File: src/rtl/sar_seq_pkg.sv
`timescale 1ns/1ps
package sar_seq_pkg;

  typedef enum logic [1:0] {
    SRC_DIV2  = 2'd0,
    SRC_DIV8  = 2'd1,
    SRC_DIV32 = 2'd2,
    SRC_RC    = 2'd3
  } clk_src_e;

  typedef enum logic [1:0] {
    ST_IDLE    = 2'd0,
    ST_ARM     = 2'd1,
    ST_RC_HOLD = 2'd2,
    ST_CONV    = 2'd3
  } seq_state_e;

  // System clocks per conversion period for the divided sources
  function automatic int unsigned div_ratio(input clk_src_e src);
    case (src)
      SRC_DIV2: return 2;
      SRC_DIV8: return 8;
      default:  return 32;
    endcase
  endfunction

endpackage

File: src/rtl/sar_tick_gen.sv
`timescale 1ns/1ps
module sar_tick_gen
  import sar_seq_pkg::*;
#(
  parameter int CNT_W = 5
) (
  input  logic     clk,
  input  logic     rst_n,
  input  logic     run,
  input  clk_src_e src,
  input  logic     rc_tick,
  output logic     tick
);

  logic [CNT_W-1:0] div_cnt;
  logic [CNT_W-1:0] div_last;
  logic             div_hit;
  logic             use_rc;

  assign use_rc   = (src == SRC_RC);
  assign div_last = CNT_W'(div_ratio(src) - 1);
  assign div_hit  = (div_cnt == div_last);

  // Divider restarts from zero every time the frame starts
  always_ff @(posedge clk or negedge rst_n) begin
    if (!rst_n) begin
      div_cnt <= '0;
    end else if (!run || use_rc || div_hit) begin
      div_cnt <= '0;
    end else begin
      div_cnt <= div_cnt + 1'b1;
    end
  end

  assign tick = run & (use_rc ? rc_tick : div_hit);

endmodule

File: src/rtl/sar_frame_ctrl.sv
`timescale 1ns/1ps
module sar_frame_ctrl
  import sar_seq_pkg::*;
#(
  parameter int FRAME = 12,
  parameter int CNT_W = 4
) (
  input  logic             clk,
  input  logic             rst_n,
  input  logic             q4_strobe,
  input  logic             go_wr_en,
  input  logic             go_wr_data,
  input  logic [1:0]       clk_sel,
  input  logic             tick,
  input  logic             flag_clr,
  output seq_state_e       state,
  output clk_src_e         src_q,
  output logic [CNT_W-1:0] cnt,
  output logic             conv_start,
  output logic             done_pulse,
  output logic             abort_pulse,
  output logic             done_flag
);

  localparam logic [CNT_W-1:0] LAST_PERIOD = CNT_W'(FRAME - 1);

  seq_state_e state_nx;
  logic       start_req;
  logic       arm_ready;

  assign start_req   = (state == ST_IDLE) && go_wr_en && go_wr_data;
  assign abort_pulse = (state != ST_IDLE) && go_wr_en && !go_wr_data;
  assign arm_ready   = ((state == ST_ARM) && (src_q != SRC_RC)) || (state == ST_RC_HOLD);
  assign conv_start  = !abort_pulse && q4_strobe && arm_ready;
  assign done_pulse  = !abort_pulse && (state == ST_CONV) && tick && (cnt == LAST_PERIOD);

  always_comb begin
    state_nx = state;
    if (abort_pulse) begin
      state_nx = ST_IDLE;
    end else begin
      case (state)
        ST_IDLE:    if (start_req) state_nx = ST_ARM;
        ST_ARM:     if (q4_strobe) state_nx = (src_q == SRC_RC) ? ST_RC_HOLD : ST_CONV;
        ST_RC_HOLD: if (q4_strobe) state_nx = ST_CONV;
        ST_CONV:    if (done_pulse) state_nx = ST_IDLE;
        default:    state_nx = ST_IDLE;
      endcase
    end
  end

  always_ff @(posedge clk or negedge rst_n) begin
    if (!rst_n) begin
      state <= ST_IDLE;
      src_q <= SRC_DIV2;
    end else begin
      state <= state_nx;
      if (start_req) src_q <= clk_src_e'(clk_sel);
    end
  end

  always_ff @(posedge clk or negedge rst_n) begin
    if (!rst_n) begin
      cnt <= '0;
    end else if (conv_start) begin
      cnt <= '0;
    end else if ((state == ST_CONV) && tick) begin
      cnt <= cnt + 1'b1;
    end
  end

  always_ff @(posedge clk or negedge rst_n) begin
    if (!rst_n) begin
      done_flag <= 1'b0;
    end else if (done_pulse) begin
      done_flag <= 1'b1;
    end else if (flag_clr) begin
      done_flag <= 1'b0;
    end
  end

endmodule

File: src/rtl/sar_search.sv
`timescale 1ns/1ps
module sar_search #(
  parameter int RES_W = 10,
  parameter int CNT_W = 4
) (
  input  logic             clk,
  input  logic             rst_n,
  input  logic             conv_start,
  input  logic             tick,
  input  logic [CNT_W-1:0] cnt,
  input  logic             cmp_ge,
  output logic [RES_W-1:0] trial,
  output logic             bit_tick
);

  localparam int IDX_W = (RES_W > 1) ? $clog2(RES_W) : 1;
  localparam logic [CNT_W-1:0] RES_CNT = CNT_W'(RES_W);

  logic [CNT_W-1:0] idx_full;
  logic [IDX_W-1:0] bit_idx;
  logic             in_bits;

  // Settle the bit under test and raise the next lower one
  function automatic logic [RES_W-1:0] next_trial(
    input logic [RES_W-1:0] cur,
    input logic [IDX_W-1:0] idx,
    input logic             keep
  );
    logic [RES_W-1:0] nxt;
    nxt = cur;
    if (!keep) nxt[idx] = 1'b0;
    if (idx != '0) nxt[idx - 1'b1] = 1'b1;
    return nxt;
  endfunction

  assign idx_full = RES_CNT - cnt;
  assign bit_idx  = idx_full[IDX_W-1:0];
  assign in_bits  = (cnt != '0) && (cnt <= RES_CNT);
  assign bit_tick = tick && in_bits;

  always_ff @(posedge clk or negedge rst_n) begin
    if (!rst_n) begin
      trial <= '0;
    end else if (conv_start) begin
      trial <= '0;
    end else if (tick && (cnt == '0)) begin
      trial <= {1'b1, {(RES_W-1){1'b0}}};
    end else if (bit_tick) begin
      trial <= next_trial(trial, bit_idx, cmp_ge);
    end
  end

endmodule

File: src/rtl/sar_seq.sv
`timescale 1ns/1ps
module sar_seq
  import sar_seq_pkg::*;
#(
  parameter int RES_W   = 10,
  parameter int MAX_DIV = 32
) (
  input  logic             clk,
  input  logic             rst_n,
  input  logic             q4_strobe,
  input  logic [1:0]       clk_sel,
  input  logic             rc_tick,
  input  logic             go_wr_en,
  input  logic             go_wr_data,
  input  logic             flag_clr,
  input  logic             cmp_ge,
  output logic [RES_W-1:0] dac_code,
  output logic             sample_en,
  output logic [RES_W-1:0] result,
  output logic             go,
  output logic             done_flag
);

  localparam int FRAME = RES_W + 2;
  localparam int CNT_W = $clog2(FRAME + 1);
  localparam int DIV_W = $clog2(MAX_DIV);

  seq_state_e       state;
  clk_src_e         src_q;
  logic [CNT_W-1:0] cnt;
  logic             conv_start;
  logic             done_pulse;
  logic             abort_pulse;
  logic             converting;
  logic             tick;
  logic             bit_tick;
  logic [RES_W-1:0] trial;
  logic [RES_W-1:0] result_q;

  assign converting = (state == ST_CONV);

  sar_frame_ctrl #(.FRAME(FRAME), .CNT_W(CNT_W)) u_ctrl (
    .clk         (clk),
    .rst_n       (rst_n),
    .q4_strobe   (q4_strobe),
    .go_wr_en    (go_wr_en),
    .go_wr_data  (go_wr_data),
    .clk_sel     (clk_sel),
    .tick        (tick),
    .flag_clr    (flag_clr),
    .state       (state),
    .src_q       (src_q),
    .cnt         (cnt),
    .conv_start  (conv_start),
    .done_pulse  (done_pulse),
    .abort_pulse (abort_pulse),
    .done_flag   (done_flag)
  );

  sar_tick_gen #(.CNT_W(DIV_W)) u_tick (
    .clk     (clk),
    .rst_n   (rst_n),
    .run     (converting),
    .src     (src_q),
    .rc_tick (rc_tick),
    .tick    (tick)
  );

  sar_search #(.RES_W(RES_W), .CNT_W(CNT_W)) u_search (
    .clk        (clk),
    .rst_n      (rst_n),
    .conv_start (conv_start),
    .tick       (tick),
    .cnt        (cnt),
    .cmp_ge     (cmp_ge),
    .trial      (trial),
    .bit_tick   (bit_tick)
  );

  always_ff @(posedge clk or negedge rst_n) begin
    if (!rst_n) begin
      result_q <= '0;
    end else if (done_pulse) begin
      result_q <= trial;
    end
  end

  assign result    = result_q;
  assign dac_code  = trial;
  assign go        = (state != ST_IDLE);
  assign sample_en = !converting;

endmodule

File: config.mk
export PLATFORM = sky130hd
export DESIGN_NAME = sar_seq
export DESIGN_NICKNAME = d
export VERILOG_FILES = /design/src/rtl/sar_seq_pkg.sv /design/src/rtl/sar_tick_gen.sv /design/src/rtl/sar_frame_ctrl.sv /design/src/rtl/sar_search.sv /design/src/rtl/sar_seq.sv
export SDC_FILE = /design/constraint.sdc
export NUM_CORES = 1
export LEC_CHECK = 0
export ABC_AREA = 1
export BUFFER_PORTS_ARGS = -buffer_cell sky130_fd_sc_hd__buf_2
export CORE_ASPECT_RATIO = 0.6
export CORE_UTILIZATION = 40
export DETAILED_ROUTE_END_ITERATION = 10
export GPL_TIMING_DRIVEN = 0
export SYNTH_ARGS = -nofsm -noshare
export SYNTH_HDL_FRONTEND = slang
export SYNTH_SLANG_ARGS = --single-unit
File: constraint.sdc
create_clock -name clk -period 4.8 [get_ports clk]
set_input_delay 0.48 -clock clk [delete_from_list [all_inputs] [get_ports clk]]
set_output_delay 0.48 -clock clk [all_outputs]
set_load 0.01 [all_outputs]
==> metrics <==
status=complete, no violations; Final ANT Viol Nets=0; CP max-delay cell=dfrtp_1; Syn Area/Cell=around 7.7 sq um; routability cong.=~0.9; Resize count post-CTS=0; top cells by area, synth=dfrtp_1 (40%), nand2_1 (16%), ha_1 (7.7%); Placed Instance Area=around 2400 sq um; synthesis-to-finish area growth=15.76%; Post-synth EDFFs=0; Final period util=0.4052; I/O pins=33; drc violations=0; largest net degree at the start of global routing=35; number of max-cap violations=0; NumNets Final=~340; worst setup path start=u_ctrl.cnt[0]; placed cells=373; fillers=around 540; crit path cell chain=inv_1, ha_1, inv_1, nor2_1, inv_1, nor2_1, nand2_1, nand2_1, nand2_1, o21ai_0, nand2_1, nand2_1; share of post-route cells with drive strength above 1=0.2159; Critical Path Fanout Max=6; WL final=~4500 microns; number of iterations in the first detailed-routing pass=4; multiplexer share of the synthesized area=0; routing usage on met1=0.2714; total CTS buffers=5; synth cell count leaders=nand2_1 (89), inv_1 (38), dfrtp_1 (34), o21ai_0 (24), nor2_1 (18); Worst Setup Path Type=reg -> reg; Hold Vio Cnt, Final=0; synth unique cells=24; Layout Skew=0.004063 ns; Die X=95.98 microns; Hold WC Path Type=in -> async; Worst setup EP type=flip-flop; RR Endpoint=u_search.trial[1]; Top Usage Layer GRT=met1; count leader, synth=nand2_1; Yosys warnings=0; CTS Sinks=34; largest family of logic cells by synthesized area=simple AND/OR/NAND/NOR gates; RSZ-0062 raised after global routing=no; ys async rst share=1.000; PwrDens=slightly above 500 nW/um^2; Antenna Cells=0; clock slew at reported path FFs=roughly 0.07 ns; min Tclk post-route=approximately 1.9 ns; hold_buf cts=0; met2 Track Usage GR=0.2694; Finished Core Util=0.4830; compound-gate portion of the synthesized area=0.1175; Critical Path Most Common Cell=nand2_1; xor/xnor share of the synthesized area=0.01240; vias in the first global route=approximately 1700; Setup Fix Bufs, Post-CTS=0; Die ar.=about 5600 sq um; routed vias/inst=about 4.8; die height=58.39 microns; CP startpoint kind=flip-flop; CP Data Required Time=approximately 5.0 ns; Mapped Cells=around 280; Crit path largest cell delay=around 0.43 ns; first-pass GRT wire length=approximately 7800 microns; Finished Layout Cells=381; Yosys top cell area share=0.4014; Reg2Reg Depth=12; Fmax achieved=around 0.51 GHz; clock root cell=clkbuf_8; CP arrival=2.18 ns; drt first-iter violations=123; peak supply drop=roughly 0.19 mV; H-tree depth=2; Adder-Cell Fraction of Synth Area=0.07674; Rel. slew slack=0.4885; crit path capture=u_search.trial[1]; final instance area=between 2000 and 2500 sq um; max-slew violation count=0; final setup fails=0; num rows=20; Post-Syn Area=2120 sq um; total gr overflow=0; prevailing post-synth register cell=dfrtp_1; FF-to-FF Start=u_ctrl.cnt[0]; port buffer count=32; GRT met3 Usage=0.04651; Initial Util=0.4172; Post-Synth Simple-Gate Area=0.3105; Buffers & Inverters on Critical Path=3; Vias=approximately 1800; clk buf depth=2; core footprint=slightly above 5000 sq um; Synth Register Bits=34; Crit path depth=12; post-synthesis sequential area ratio=0.4014; P_leak=1.307 nW; Worst R2R Setup Slack=around 2.9 ns; CTS tree=done; Crit path max-delay family=simple AND/OR/NAND/NOR gates; wire length per cell=11.82 microns; initial antenna violation count=0; setup TNS=0 ns; clock latency on the worst-skew pair=between 0.2 and 0.3 ns; final total power=roughly 1.2 mW; Synthesized Nets=roughly 300; overall routing resource usage=0.1866; cell taking the most area after synthesis=dfrtp_1; hpwl dp=3424 microns; measured slew at the worst slew-check pin=about 0.77 ns
[area by class of cell]
type,instances,area [sq um],share of cell area
Clock buffer,7,86.33,0.03519
Timing Repair Buffer,32,160.2,0.06527
Tap cell,66,82.58,0.03366
Sequential cell,34,850.8,0.3468
Buffer,2,22.52,0.009179
Multi-Input combinational cell,199,1096,0.4467
Clock inverter,1,5.005,0.002040
Inverter,40,150.1,0.06119
[worst reg2reg max path, delay by kind of cell, from the launching register on]
kind	cells	cell delay, ns
DFF	1	0.43
AOI/OAI and AO/OA	1	0.22
adders and majority gates	1	0.30
buffers and inverters	3	0.26
and+or+nand+nor	7	0.68
[kinds of logic after synthesis]
kind of cell / after synthesis
xor+xnor: 3
simple gates: 142
compound gates: 41
fa+ha+maj: 13
flops: 34
buf+inv: 42
[registers in the layout, summed over array words and instances (netlist names)]
signal	flops
u_ctrl.state	2
u_ctrl.done_flag	1
u_tick.div_cnt	5
result	10
u_ctrl.cnt	4
u_search.trial	10
u_ctrl.src_q	2
[metal layers]
metal / up-vias / wire length [microns]
li1: 940 / -
met1: 829 / 2592
met2: 36 / 1663
met3: 7 / 182
met4: 0 / 67
met5: - / 0
[where the power goes]
part | switching (mW) | leakage [nW] | internal [mW] | total (mW)
Combinational | 0.424 | 0.797 | 0.201 | 0.625
Sequential | 0.0571 | 0.462 | 0.334 | 0.391
Clock | 0.104 | 0.0482 | 0.116 | 0.220
Total | 0.585 | 1.31 | 0.650 | 1.24
[worst min-delay path by stage]
stage / from / slack (ns) / depth (start not counted) / to
after floorplan: rst_n / 0.18 / 0 / result[0]
after global placement: result[6] / 0.46 / 2 / result[6]
after detailed placement: result[1] / 0.46 / 2 / result[1]
after CTS: rst_n / 0.29 / 1 / u_search.trial[8]
after global routing: rst_n / 0.32 / 1 / u_ctrl.state[0]
final: rst_n / 0.26 / 1 / result[5]
[through the flow]
| stage | setup slack (ns) | hold slack (ns) |
|---|---|---|
| floorplan | 3.085 | 0.1844 |
| global placement | 2.902 | 0.4606 |
| detailed placement | 2.870 | 0.4638 |
| CTS | 2.848 | 0.2886 |
| global route | 2.628 | 0.3218 |
| finish | 2.855 | 0.2578 |
[placed cells by master (no fill, tap or decap), drive strengths merged, types with 3 or more instances in the layout]
master	count
a21oi	5
buf	34
clkbuf	7
dfrtp	34
ha	13
inv	40
nand2	99
nand3	18
nor2	20
o21ai	34
xor2	3
Power figures use the tool's default switching activity.
